File: src/rtl/pcpwm_pkg.sv
package pcpwm_pkg;
   typedef enum logic [1:0] {
      COM_OFF   = 2'b00,
      COM_RSVD  = 2'b01,
      COM_CLRUP = 2'b10,
      COM_SETUP = 2'b11
   } com_mode_e;

   function automatic logic drives_pin(input logic [1:0] m);
      return m[1];
   endfunction
endpackage

File: src/rtl/pcpwm_updown.sv
module pcpwm_updown #(
   parameter int W = 8
) (
   input  logic         clk,
   input  logic         rst_n,
   input  logic         step,
   input  logic         ld,
   input  logic [W-1:0] ld_val,
   output logic [W-1:0] cnt,
   output logic [W-1:0] nxt,
   output logic         nxt_up
);
   localparam logic [W-1:0] TOPV  = {W{1'b1}};
   localparam logic [W-1:0] TOPM1 = TOPV - W'(1);
   localparam logic [W-1:0] ONE   = W'(1);

   logic dir_up;

   always_comb begin
      if (cnt == '0)        nxt_up = 1'b1;
      else if (cnt == TOPV) nxt_up = 1'b0;
      else                  nxt_up = dir_up;
      nxt = nxt_up ? cnt + ONE : cnt - ONE;
   end

   always_ff @(posedge clk or negedge rst_n) begin
      if (!rst_n) begin
         cnt    <= '0;
         dir_up <= 1'b1;
      end else if (ld) begin
         cnt <= ld_val;
      end else if (step) begin
         cnt <= nxt;
         if (nxt == TOPV)    dir_up <= 1'b0;
         else if (nxt == '0) dir_up <= 1'b1;
         else                dir_up <= nxt_up;
      end
   end

   assert_load_R2: assert property (@(posedge clk) disable iff (!rst_n)
      ld |=> cnt == $past(ld_val));
   assert_idle_R3: assert property (@(posedge clk) disable iff (!rst_n)
      (!step && !ld) |=> $stable(cnt));
   assert_unit_step_R4: assert property (@(posedge clk) disable iff (!rst_n)
      (step && !ld) |=> (cnt == $past(cnt) + ONE) || (cnt == $past(cnt) - ONE));
   assert_top_turn_R4: assert property (@(posedge clk) disable iff (!rst_n)
      (step && !ld && cnt == TOPV) |=> cnt == TOPM1);
   assert_zero_turn_R4: assert property (@(posedge clk) disable iff (!rst_n)
      (step && !ld && cnt == '0) |=> cnt == ONE);
endmodule

File: src/rtl/pcpwm_cmpbuf.sv
module pcpwm_cmpbuf #(
   parameter int W = 8
) (
   input  logic         clk,
   input  logic         rst_n,
   input  logic         wr,
   input  logic [W-1:0] wdata,
   input  logic         upd,
   output logic [W-1:0] cmp_eff
);
   logic [W-1:0] shadow;
   logic [W-1:0] active;

   assign cmp_eff = upd ? shadow : active;

   always_ff @(posedge clk or negedge rst_n) begin
      if (!rst_n) begin
         shadow <= '0;
         active <= '0;
      end else begin
         if (wr)  shadow <= wdata;
         if (upd) active <= shadow;
      end
   end

   assert_hold_active_R5: assert property (@(posedge clk) disable iff (!rst_n)
      !upd |=> $stable(active));
   assert_take_shadow_R5: assert property (@(posedge clk) disable iff (!rst_n)
      upd |=> active == $past(shadow));
endmodule

File: src/rtl/pcpwm_wave.sv
module pcpwm_wave #(
   parameter int W = 8
) (
   input  logic         clk,
   input  logic         rst_n,
   input  logic [1:0]   mode,
   input  logic         step,
   input  logic         cnt_we,
   input  logic [W-1:0] nxt,
   input  logic         nxt_up,
   input  logic [W-1:0] cmp,
   output logic         wave_o,
   output logic         wave_oe
);
   import pcpwm_pkg::*;
   localparam logic [W-1:0] TOPV = {W{1'b1}};

   logic blk;
   logic wave_q;
   logic hit;
   logic act_up;

   assign hit     = step && !blk && (nxt == cmp);
   assign act_up  = nxt_up && (nxt != TOPV);
   assign wave_oe = drives_pin(mode);
   assign wave_o  = wave_q & wave_oe;

   always_ff @(posedge clk or negedge rst_n) begin
      if (!rst_n) begin
         blk    <= 1'b0;
         wave_q <= 1'b0;
      end else begin
         if (cnt_we)    blk <= 1'b1;
         else if (step) blk <= 1'b0;
         if (hit && mode[1])
            wave_q <= act_up ? mode[0] : ~mode[0];
      end
   end

   assert_blocked_R10: assert property (@(posedge clk) disable iff (!rst_n)
      (blk && step) |=> $stable(wave_q));
   assert_off_hold_R6: assert property (@(posedge clk) disable iff (!rst_n)
      !mode[1] |=> $stable(wave_q));
   assert_clrup_R7: assert property (@(posedge clk) disable iff (!rst_n)
      (step && !blk && nxt == cmp && mode == COM_CLRUP && nxt_up && nxt != TOPV) |=> !wave_q);
   assert_setup_R8: assert property (@(posedge clk) disable iff (!rst_n)
      (step && !blk && nxt == cmp && mode == COM_SETUP && nxt_up && nxt != TOPV) |=> wave_q);
   assert_top_down_R9: assert property (@(posedge clk) disable iff (!rst_n)
      (step && !blk && nxt == TOPV && cmp == TOPV && mode == COM_CLRUP) |=> wave_q);
endmodule

File: src/rtl/pcpwm_timer.sv
module pcpwm_timer #(
   parameter int CNT_W = 8
) (
   input  logic             clk,
   input  logic             rst_n,
   input  logic             tick,
   input  logic             cnt_we,
   input  logic [CNT_W-1:0] cnt_wdata,
   input  logic             cmp_we,
   input  logic [CNT_W-1:0] cmp_wdata,
   output logic [CNT_W-1:0] cnt_rdata,
   input  logic [1:0]       com_mode,
   output logic             wave_o,
   output logic             wave_oe
);
   localparam logic [CNT_W-1:0] TOPV = {CNT_W{1'b1}};

   generate
      if (CNT_W < 2 || CNT_W > 32) begin : g_bad_width
         $error("pcpwm_timer: CNT_W must lie in 2..32");
      end
   endgenerate

   logic             step;
   logic [CNT_W-1:0] nxt;
   logic             nxt_up;
   logic [CNT_W-1:0] cmp_eff;
   logic             upd;

   assign step = tick && !cnt_we;
   assign upd  = step && (nxt == TOPV);

   pcpwm_updown #(.W(CNT_W)) u_cnt (
      .clk    (clk),
      .rst_n  (rst_n),
      .step   (step),
      .ld     (cnt_we),
      .ld_val (cnt_wdata),
      .cnt    (cnt_rdata),
      .nxt    (nxt),
      .nxt_up (nxt_up)
   );

   pcpwm_cmpbuf #(.W(CNT_W)) u_cmp (
      .clk     (clk),
      .rst_n   (rst_n),
      .wr      (cmp_we),
      .wdata   (cmp_wdata),
      .upd     (upd),
      .cmp_eff (cmp_eff)
   );

   pcpwm_wave #(.W(CNT_W)) u_wave (
      .clk     (clk),
      .rst_n   (rst_n),
      .mode    (com_mode),
      .step    (step),
      .cnt_we  (cnt_we),
      .nxt     (nxt),
      .nxt_up  (nxt_up),
      .cmp     (cmp_eff),
      .wave_o  (wave_o),
      .wave_oe (wave_oe)
   );

   assert_disc_R6: assert property (@(posedge clk) disable iff (!rst_n)
      !com_mode[1] |-> (!wave_oe && !wave_o));
endmodule

File: config.mk
export PLATFORM = sky130hd
export DESIGN_NAME = pcpwm_timer
export DESIGN_NICKNAME = d
export VERILOG_FILES = /design/src/rtl/pcpwm_pkg.sv /design/src/rtl/pcpwm_updown.sv /design/src/rtl/pcpwm_cmpbuf.sv /design/src/rtl/pcpwm_wave.sv /design/src/rtl/pcpwm_timer.sv
export SDC_FILE = /design/constraint.sdc
export NUM_CORES = 1
export LEC_CHECK = 0
export BUFFER_PORTS_ARGS = -buffer_cell sky130_fd_sc_hd__buf_4
export CORE_MARGIN = 2
export CORE_UTILIZATION = 60
export CTS_CLUSTER_DIAMETER = 120
export DETAILED_ROUTE_END_ITERATION = 7
export PLACE_DENSITY = 0.88
export SYNTH_ARGS = -nofsm -noshare
export SYNTH_HDL_FRONTEND = slang
export SYNTH_SLANG_ARGS = --single-unit
File: constraint.sdc
create_clock -name clk -period 9.7 [get_ports clk]
set_input_delay 0.97 -clock clk [delete_from_list [all_inputs] [get_ports clk]]
set_output_delay 0.97 -clock clk [all_outputs]
set_load 0.03 [all_outputs]
# ---- After elaboration in Yosys (flattened, before gate mapping)
# Cells that the tools add are included.
# W data, S select, Z words.
dict set report classes {
  add_sub_neg 2
  eq_ne 4
  mux 11
  bitwise 3
  n_reduce_logical 12
}
# cell n
set op_table {}
lappend op_table {{$mux W8} 4}
lappend op_table {{$eq A8 B8 Y1 const B} 2}
lappend op_table {{$logic_not A8 Y1} 2}
lappend op_table {{$add A8 B1 Y8 const B} 1}
lappend op_table {{$eq A8 B8 Y1} 1}
lappend op_table {{$ne A8 B8 Y1 const B} 1}
lappend op_table {{$sub A8 B1 Y8 const B} 1}
lappend op_table {{$mux W1} 7}
lappend op_table {{$logic_and A1 B1 Y1} 6}
lappend op_table {{$logic_not A1 Y1} 2}
lappend op_table {{$not A1 Y1} 2}
lappend op_table {{$reduce_and A2 Y1} 1}
lappend op_table {{$reduce_bool A2 Y1} 1}
lappend op_table {{$and A1 B1 Y1} 1}
dict set report totals {
  register_bits 27
  inputBits 23
  out_inout_bits 10
  word_cells 38
}

# ---- Depth between registers and ports, before layout
# Gate-level depths: netlist of run 1.
dict set report logic_depth {
  ltp_word 10
  ltp_mapped 16
  depth_no_buf 14
}

# ---- Cells and area by module
# A second synthesis of run 1 with hierarchy kept.
dict set report unflattened {
  cells_unflattened 158
  area_unflattened_um2 1761.7
}
# module instances cells_each area_per_inst_um2 seq_area_each_um2
set modules_own_cells {}
lappend modules_own_cells {pcpwm_updown 1 97 853.3 226.5}
lappend modules_own_cells {pcpwm_cmpbuf 1 34 663.1 400.4}
lappend modules_own_cells {pcpwm_wave 1 23 211.5 50.0}
lappend modules_own_cells {pcpwm_timer 1 4 33.8 0.0}

# ---- Least setup slack after synthesis of run 1
# No wires, ideal clock.
dict set report synth_path {
  kind {register to register}
  startpoint {reg u_cnt.cnt[0]}
  endpoint {reg u_wave.wave_q}
  setup_ns 0.128
  arrival_ns 3.847
  t_required_ns 9.572
  path_slack_ns 5.725
  path_stages_with_launch 16
  n_path_buf 1
  synth_period_minus_slack_ns 3.975
  cell_sequence {dfrtp_1 > buf_4 > nand4_1 > o21ai_2 > nand2_1 > inv_1 > ha_1 > o21ai_1 > o2111ai_1 > a2111oi_4 > nand4_4 > nor3_4 > mux2_2 > xnor2_1 > nor4_2 > mux2_1}
}
dict set report synth_between {
  elab_chain_len 10
  word_cells_on_any_way 16
  cone_classes {add/sub (2); eq/ne (4); mux (5); reduce/logical (5)}
}
# element line_no
set synth_rtl {}
lappend synth_rtl {{start: declaration} pcpwm_updown.sv:9} ;# output logic [W-1:0] cnt,
lappend synth_rtl {{start signal: assignment} pcpwm_updown.sv:31} ;# cnt <= ld_val;
lappend synth_rtl {{start signal: assignment} pcpwm_updown.sv:33} ;# cnt <= nxt;
lappend synth_rtl {{branches (longest 3 deep; another with $sub A8 B1 Y8)} -}
lappend synth_rtl {{$mux W8 (*)} pcpwm_updown.sv:23} ;# nxt = nxt_up ? cnt + ONE : cnt - ONE;
lappend synth_rtl {{$eq A8 B8 Y1 (*)} pcpwm_timer.sv:31} ;# assign upd = step && (nxt == TOPV);
lappend synth_rtl {{$logic_and A1 B1 Y1 (*)} pcpwm_timer.sv:31}
lappend synth_rtl {{$mux W8 (*)} -}
lappend synth_rtl {{net cmp_eff[0]} pcpwm_timer.sv:27} ;# logic [CNT_W-1:0] cmp_eff;
lappend synth_rtl {{$eq A8 B8 Y1 (*)} pcpwm_wave.sv:23} ;# assign hit = step && !blk && (nxt == cmp);
lappend synth_rtl {{$logic_and A1 B1 Y1 (*)} pcpwm_wave.sv:23}
lappend synth_rtl {{$logic_and A1 B1 Y1 (*)} pcpwm_wave.sv:35} ;# if (hit && mode[1])
lappend synth_rtl {{end signal: assignment} pcpwm_wave.sv:36} ;# wave_q <= act_up ? mode[0] : ~mode[0];
lappend synth_rtl {{end: declaration} pcpwm_wave.sv:19} ;# logic wave_q;
# Mark *: on every way through the listed nets, which the timed path passes.
# A chain may end at the register's enable or synchronous reset.

# ---- Worst setup path after layout of run 1
# Ends and elaborated chain as after synthesis.

==> impl_metrics.toml, run 1 <==
[run_status]
status = "finished clean"

[place]
gp_congestion = 1.01
placed_area_um2 = 2070
place_hpwl_mm = 3.03
port_buffers = 32

[global_route]
grt_pass1_vias = 1446
antenna_found_initial = 0
track_usage = 0.256
grt_pass1_wl_mm = 6.75
gr-total-overflow = 0
grt_max_degree = 28

[clocking]
cts.htree.levels = 1
cts_root_buf = "clkbuf_4"
post_cts_resized = 0
cts_tree = "done"
postCtsHoldBufs = 0
clk_pin_slew_ns = 0.15
cts_buffers = 3
ctsLongestPathBuffers = 2
cts_sinks = 27
clk_latency_ns = 0.33
post-cts-setup-buffer-count = 0

[synth]
synth_xor_xnor_area_share = 0.0424
ys_ff_latch = 27
yosys_most_used_dff = "dfrtp_1"
yosysWarnings = 0
ys_types = 57
syn_area_um2 = 1830
async_flop_share = 1.00
synth_fa_ha_area_frac = 0.0656
ys_seq_area_frac = 0.370
muxShareOfSynthArea = 0.127
synth_top_family_by_area = "compound AO/OA/AOI/OAI gates"
synth_simple_gate_area_frac = 0.168
synth_edf_count = 0
avgSynthCellArea_um2 = 10.3
syn_inst = 178
postSynthNetCount = 210
synth-compound-area-share = 0.186

[worst_setup_path]
startpoint = "u_cnt.cnt[0]"
crit_end = "u_wave.wave_q"
start_kind = "register"
cp.required_ns = 9.93
worstSetupEndpointType = "register"
crit_fanout = 14
critical_path_class = "register to register"
cp.arrival_ns = 4.71
worstReg2RegEnd = "u_wave.wave_q"
r2r_start = "u_cnt.cnt[0]"
r2r_cells = 14
rrSetupSlack_ns = 5.22

[cells_and_area]
layout-drive-gt1-share = 0.309
n_fill_cell = 216
fin_nets = 240
most-common-layout-cells = "buf_4 (32), dfrtp_1 (26), nand2_1 (16)"
design_area_um2 = 2100
diodes = 0
final_common_cell = "buf_4"
area_delta_synth_final_pct = 14.8

[floorplan]
pin_count = 33
dieArea_um2 = 3510
coreArea_um2 = 2980
start_util = 0.615
rows = 20
die_w_um = 59.2
fp.dieH_um = 59.2

[timing]
final-hold-violation-count = 0
clock_skew_ns = 0.00311
slew_headroom = 0.605
fmax_mhz = 223
fin_tns_setup_ns = 0
rsz0062_at_grt = "no"
slew_violations = 0
min_period_ns = 4.48
setup_viol = 0
period_share = 0.462
worst_slew_pin_slew_ns = 0.591

[worst_hold_path]
hp-class = "register to register"

[drt]
vias_per_cell = 6.12
antenna_left = 0
wire_per_inst_um = 16.7
drcViolationCount = 0
routed_wirelength_mm = 4.00
drtPass1Iterations = 5
vias = 1469
drt-initial-drc-count = 121

[flow_run]
maxCapViolCount = 0

[pwr]
ir_drop_v = 0.000187
p_leak_nw = 0.928
power_density_nw_per_um2 = 288
fin_total_pwr_mw = 0.605
==> per-stage QoR <==
stage / std cells / worst slack [ns] / hold WS (ns) / utilization
final: 240 / 5.22 / 0.490 / 0.705
after global placement: 236 / 5.45 / 0.464 / 0.695
after global routing: 240 / 4.92 / 0.523 / 0.705
after floorplan: 178 / 5.73 / 0.447 / -
after detailed placement: 236 / 5.28 / 0.464 / 0.695
after CTS: 240 / 5.25 / 0.496 / 0.705
==> cell type report <==
type	instances	area, um2	area share
Timing Repair Buffer	32	240	0.114
Tap cell	33	41.3	0.0197
Clock inverter	1	7.51	0.00357
Inverter	9	33.8	0.0161
Clock buffer	3	22.5	0.0107
Multi-Input combinational cell	135	1080	0.513
Sequential cell	27	677	0.322
==> synth_stat cells (all sizes together) (3+ instances only) <==
| library cell | instances | area [um2] |
|---|---|---|
| nor4 | 4 | 37.5 |
| mux2i | 4 | 52.6 |
| ha | 8 | 100 |
| o21ai | 15 | 78.8 |
| dfrtp | 26 | 651 |
| nand4 | 3 | 33.8 |
| inv | 8 | 30.0 |
| mux2 | 16 | 180 |
| a21oi | 9 | 45.0 |
| clkbuf | 4 | 15.0 |
| xnor2 | 6 | 52.6 |
| nand2 | 16 | 60.1 |
| buf | 3 | 26.3 |
| nor2 | 9 | 33.8 |
| nand2b | 8 | 50.1 |
==> report_power, final <==
| group | switching (mW) | internal, mW | leakage (nW) |
|---|---|---|---|
| logic | 0.238 | 0.155 | 0.578 |
| clock network | 0.0340 | 0.0158 | 0.0139 |
| registers | 0.0287 | 0.133 | 0.336 |
| total | 0.301 | 0.305 | 0.928 |
==> worst max-delay path, stage by stage (launching register included) <==
cell and delay [ns]:
dfrtp_1 0.55, nand4_1 0.16, o21ai_2 0.25, nand2_1 0.14, inv_1 0.21, ha_1 0.32, o21ai_1 0.25, a21oi_1 0.08
o311ai_2 0.54, nand4_4 0.22, nor3_4 0.52, mux2_2 0.42, xnor2_1 0.13, nor4_2 0.24, mux2_1 0.34
==> logic make-up (layout without fill, tap and decap cells) <==
group | after synthesis | after routing
adders and majority gates | 9 | 9
and+or+nand+nor | 52 | 52
DFF | 27 | 27
buffers and inverters | 16 | 45
muxes | 20 | 20
xor gates and xnor gates | 8 | 8
AOI/OAI and AO/OA | 46 | 46
==> routing by layer <==
metal	track usage	wire, um	vias to the layer above
met4	0.104	93	0
met2	0.424	2020	46
met3	0.0218	230	11
met5	0	0	-
li1	-	-	712
met1	0.347	1660	700
==> state kept, by name, summed over array words and instances (netlist names) <==
| name | flops |
|---|---|
| u_cmp.active | 8 |
| u_cmp.shadow | 8 |
| u_cnt.cnt | 8 |
| u_cnt.dir_up | 1 |
| u_wave.blk | 1 |
| u_wave.wave_q | 1 |
==> how the worst min path moves through the flow <==
| stage | slack (ns) | startpoint | cells after the start | endpoint |
|---|---|---|---|---|
| 6_report | 0.49 | u_wave.blk | 1 | u_wave.blk |
| 5_1_grt | 0.52 | rst_n | 1 | u_cmp.shadow[0] |
| 4_1_cts | 0.50 | u_wave.blk | 1 | u_wave.blk |
| 3_5_place_dp | 0.46 | u_wave.blk | 1 | u_wave.blk |
| 3_3_place_gp | 0.46 | u_wave.blk | 1 | u_wave.blk |
| 2_1_floorplan | 0.45 | u_wave.blk | 1 | u_wave.blk |
Power figures use the tool's default switching activity.
==> inputs of run 2 (changes only) <==
- CORE_UTILIZATION: 60 -> 50
- PLACE_DENSITY: 0.88 -> 0.79
- clock period: 9.7 -> 3.7 ns (I/O delays scaled with it)
==> impl_metrics.toml, run 2 (same netlist as run 1, synthesis figures left out) <==
[run_status]
status = "complete, but fails checks"
violations = "negative setup slack"

[cells_and_area]
reg.largest.list = "u_cmp.active x8, u_cmp.shadow x8, u_cnt.cnt x8"
n_fill_cell = 234
final_common_cell = "buf_4"
fin_nets = 271
layout-drive-gt1-share = 0.508
most-common-layout-cells = "buf_4 (60), dfrtp_1 (18), nand2_1 (14), mux2_2 (14), o21ai_0 (12)"
diodes = 0
final-instance-count-excl-fill = 284
area_delta_synth_final_pct = 40.0

[worst_hold_path]
hp-class = "input port to register"
hold_depth = 3

[global_route]
grt_pass1_wl_mm = 8.48
grt_pass1_vias = 1721
track_usage = 0.265
antenna_found_initial = 0
grt_max_degree = 28
gr-total-overflow = 0

[clocking]
cts_tree = "done"
cts_root_buf = "clkbuf_4"
cts_sinks = 27
clk_latency_ns = 0.34
clk_pin_slew_ns = 0.15
cts_buffers = 3
ctsLongestPathBuffers = 2
cts.htree.levels = 1

[pwr]
power_density_nw_per_um2 = 806
ir_drop_v = 0.000429
fin_total_pwr_mw = 2.06
p_leak_nw = 1.11

[floorplan]
coreArea_um2 = 3420
fp.dieH_um = 64.5
pin_count = 33
start_util = 0.536
dieArea_um2 = 4160
die_w_um = 64.5
rows = 21

[drt]
wire_per_inst_um = 18.1
drtPass1Iterations = 4
drt-initial-drc-count = 62
vias = 1638
vias_per_cell = 5.77
routed_wirelength_mm = 5.15
drcViolationCount = 0
antenna_left = 0

[timing]
worst_slew_pin_slew_ns = 0.429
final-hold-violation-count = 0
fin_ws_ns = -0.184
slew_headroom = 0.712
clock_skew_ns = 0.00196
period_share = 1.05
fmax_mhz = 257
slew_violations = 0
setup_viol = 1
rsz0062_at_grt = "yes"
min_period_ns = 3.88

[flow_run]
maxCapViolCount = 0

[worst_setup_path]
start_kind = "register"
r2r_cells = 15
cp.arrival_ns = 4.12
critical_path_class = "register to register"
crit_fanout = 7
cp.required_ns = 3.94
worstSetupEndpointType = "register"

[place]
gp_congestion = 0.903
place_hpwl_mm = 3.65
dp_cells = 265
port_buffers = 32
post-place-ws_ns = -0.190
==> run 2: cell types whose count changed in the layout (fill, tap and decap cells not counted), moves of 5 or more <==
cell and delta:
dfrtp_1 -8, buf_4 +28, ha_4 +5, dfrtp_2 +8, ha_1 -5
==> run 2: final cells by class <==
cell class              instances  area, um2  share of cell area
clock buffers                   3       22.5             0.00879
clock inverters                 1       5.00             0.00195
inverters                       9       38.8              0.0151
multi-input cells             135       1270               0.495
flip-flops and latches         27        687               0.268
well taps                      46       57.6              0.0225
repair buffers                 63        483               0.188
==> run 2: routing by layer <==
metal | wire [um] | global-route usage | vias up
met5 | 0 | 0 | -
met4 | 128 | 0.0745 | 0
met3 | 171 | 0.0208 | 11
met2 | 2780 | 0.504 | 44
met1 | 2070 | 0.320 | 813
li1 | - | - | 770
==> run 2: power breakdown <==
group | internal, mW | switching [mW]
Clock | 0.0408 | 0.0937
Sequential | 0.356 | 0.0553
Combinational | 0.687 | 0.833
==> run 2: final timing paths <==
check | start | endpoint | slack (ns)
min | cmp_wdata[6] | u_cmp.shadow[6] | 0.22
max | u_cnt.cnt[0] | u_wave.wave_q | -0.18
min in group asynchronous | rst_n | u_cnt.cnt[2] | 0.47
min reg2reg | u_wave.blk | u_wave.blk | 0.51
max reg2reg | u_cnt.cnt[0] | u_wave.wave_q | -0.18
max in group asynchronous | rst_n | u_cnt.dir_up | 2.93
==> run 2: critical path: stages (launching register included) <==
cell       delay (ns)
dfrtp_2          0.46
nor4_4           0.33
nand2_2          0.13
nand2_4          0.11
inv_6            0.07
ha_4             0.32
nand3_2          0.10
and3b_2          0.25
a2111oi_4        0.38
nand4_4          0.16
buf_4            0.20
o41a_1           0.31
o22ai_1          0.22
o21ai_1          0.12
nor4_2           0.25
mux2_1           0.36
==> run 2: per-stage QoR <==
step | cell area [um2] | setup TNS, ns | util | hold WS (ns)
final | 2560 | -0.184 | 0.750 | 0.219
after global routing | 2560 | -0.379 | 0.750 | 0.240
after CTS | 2490 | -0.0970 | 0.728 | 0.214
after detailed placement | 2310 | -0.190 | 0.678 | 0.304
after global placement | 2310 | -0.0296 | 0.678 | 0.294
after floorplan | 1940 | 0 | - | 0.0744
==> run 2: what timing repair did <==
action,in CTS,in global routing
gates resized for setup,14,3
hold buffers,1,0
gates cloned,0,0
endpoints found under the setup margin,1,1
setup buffers,6,8
hold endpoints to repair,26,0
pin swaps,13,9
==> inputs of run 3 (changes only) <==
- BUFFER_PORTS_ARGS: -buffer_cell sky130_fd_sc_hd__buf_4 -> -buffer_cell sky130_fd_sc_hd__buf_2
- SYNTH_HIERARCHICAL: unset -> 1
==> impl_metrics.toml, run 3 <==
[global_route]
antenna_found_initial = 0
gr-total-overflow = 0
track_usage = 0.229
grt_max_degree = 28
grt_pass1_wl_mm = 7.36
grt_pass1_vias = 1631

[pwr]
p_leak_nw = 1.11
power_switching_share = 0.432
fin_total_pwr_mw = 2.21
p_int_mw = 1.26
p_comb_frac = 0.753
seq_power_share = 0.192
power_density_nw_per_um2 = 910
clkPwrFrac = 0.055
p_sw_mw = 0.955
ir_drop_v = 0.000386

[drt]
routed_wirelength_mm = 4.49
antenna_left = 0
wire_per_inst_um = 16.3
drtPass1Iterations = 4
drt-initial-drc-count = 88
vias_per_cell = 5.44
drcViolationCount = 0
vias = 1501

[timing]
fin_ws_ns = -0.493
worst_slew_pin_slew_ns = 0.580
min_period_ns = 4.19
setup_viol = 1
slew_headroom = 0.613
fmax_mhz = 238
rsz0062_at_grt = "yes"
period_share = 1.13
clock_skew_ns = 0.00687
slew_violations = 0
final-hold-violation-count = 0
fin_tns_setup_ns = -0.493
hold_ws_ns = 0.0331

[worst_setup_path]
crit_family = "simple AND/OR/NAND/NOR gates"
start_kind = "register"
slowest_stage = "dfrtp_2"
crit_top_cell = "nand4_1"
critPathBufInv = 3
cp.required_ns = 3.92
crit_fanout = 7
cp.arrival_ns = 4.41
crit_path_max_incr_delay_ns = 0.47
crit_chain = "nor4_4 > nand2_1 > nand2_2 > inv_6 > ha_4 > a211oi_4 > o21bai_1 > a21oi_1 > xor2_1 > inv_1 > nand4_1 > nor4b_2 > buf_4 > mux2_4 > xnor2_1 > nand4_1 > nor4_2 > mux2_2"
worstSetupEndpointType = "register"
critical_path_class = "register to register"

[clocking]
cts_tree = "done"
ctsLongestPathBuffers = 2
clk_latency_ns = 0.31
cts.htree.levels = 1
cts_root_buf = "clkbuf_4"
cts_buffers = 3
clk_pin_slew_ns = 0.13
cts_sinks = 27

[synth]
syn_area_um2 = 1760
ys_ff_latch = 27
async_flop_share = 1.00
yosysWarnings = 6
yosys.area.top_type = "dfrtp_1"
ys_types = 38
synth_top_cell_area_share = 0.369
synth_common_cells = "dfrtp_1 (26), mux2_4 (16), o21ai_0 (11), nand2_1 (10), xnor2_1 (10)"
postSynthNetCount = 190
yosys_most_used_dff = "dfrtp_1"
yosysMostFrequentCell = "dfrtp_1"
syn_inst = 158
synth_edf_count = 0
avgSynthCellArea_um2 = 11.1
yosys-top-cells-area = "dfrtp_1 (37%), mux2_4 (14%), ha_1 (5.7%), xnor2_1 (5.0%), mux2i_1 (4.0%)"
ys_seq_area_frac = 0.384

[floorplan]
rows = 21
coreArea_um2 = 3360
fp.dieH_um = 63.4
die_w_um = 63.4
start_util = 0.524
pin_count = 33
dieArea_um2 = 4010

[cells_and_area]
fin_nets = 263
final_common_cell = "buf_4"
reg.largest.list = "u_cmp/active x8, u_cmp/shadow x8, u_cnt/cnt x8"
diodes = 0
area_delta_synth_final_pct = 38.0
layout-drive-gt1-share = 0.557
most-common-layout-cells = "buf_4 (40), buf_2 (32), dfrtp_1 (18)"
final_util = 0.723

[flow_run]
maxCapViolCount = 0

[run_status]
violations = "negative setup slack"
status = "complete, but fails checks"

[place]
gp_congestion = 0.896
post-place-ws_ns = -0.407
place_hpwl_mm = 3.39
port_buffers = 32

[worst_hold_path]
hp-class = "input port to async pin"
[run 3: power groups by stage]
stage	clock, mW	combinational (mW)	sequential [mW]
after detailed placement	0	1.47	0.422
after global routing	0.141	1.78	0.432
after floorplan	0	0.849	0.461
after CTS	0.125	1.51	0.421
final	0.121	1.67	0.425
after global placement	0	1.40	0.418
[run 3: cells by family (layout without fill, tap and decap cells)]
| group | Yosys count | after routing | synth area share |
|---|---|---|---|
| AOI/OAI and AO/OA | 26 | 26 | 0.0909 |
| xor gates and xnor gates | 15 | 15 | 0.0831 |
| adders and majority gates | 9 | 9 | 0.0682 |
| buffers and inverters | 14 | 86 | 0.0405 |
| DFF | 27 | 27 | 0.384 |
| muxes | 25 | 25 | 0.189 |
| and+or+nand+nor | 42 | 42 | 0.144 |
[run 3: area by class of cell]
type	count	area, um2
timing repair buffer	73	472
multi-input combinational	117	1150
clock buffer	4	26.3
sequential	27	687
fill	251	932
tap	46	57.6
inverter	9	38.8
[run 3: through the flow]
step | cell area (um2) | instances
after floorplan | 1850 | 158
after global placement | 2300 | 268
after detailed placement | 2300 | 268
after CTS | 2360 | 274
after global routing | 2430 | 276
final | 2430 | 276
[run 3: path summary, 6_finish.rpt]
check | slack (ns) | end | from | depth (start not counted)
worst max-delay path | -0.49 | u_wave/wave_q | u_cnt/cnt[5] | 18
worst min-delay path | 0.03 | u_cmp/active[3] | rst_n | 1
worst max register to register | -0.49 | u_wave/wave_q | u_cnt/cnt[5] | 18
worst min register to register | 0.53 | u_cmp/active[6] | u_cmp/active[6] | 1
max in group asynchronous | 3.25 | u_cnt/cnt[2] | rst_n | 1
min in group clk | 0.25 | u_cnt/cnt[7] | cnt_wdata[7] | 2
[run 3: routing by layer]
metal  GRT usage  vias up  share of wire
met5           0        -              0
met4      0.0408        0          0.012
met3      0.0393        4          0.055
met2       0.413       50           0.50
met1       0.289      742           0.43
li1            -      705              -
[run 3: what timing repair did]
action | in CTS | in global routing
pin swaps | 2 | 5
buffers inserted | 2 | 2
gates cloned | 0 | 0
endpoints found under the setup margin | 1 | 1
endpoints found under the hold margin | 0 | 0
hold buffers | 0 | 0
resized for setup | 3 | 8
[run 3: worst reg2reg max path, stage by stage, from the launching register on]
cell and delay [ns]:
dfrtp_2 0.47, nor4_4 0.37, nand2_1 0.12, nand2_2 0.13
inv_6 0.08, ha_4 0.23, a211oi_4 0.26, o21bai_1 0.11
a21oi_1 0.19, xor2_1 0.14, inv_1 0.11, nand4_1 0.12
nor4b_2 0.26, buf_4 0.22, mux2_4 0.33, xnor2_1 0.17
nand4_1 0.14, nor4_2 0.26, mux2_2 0.37
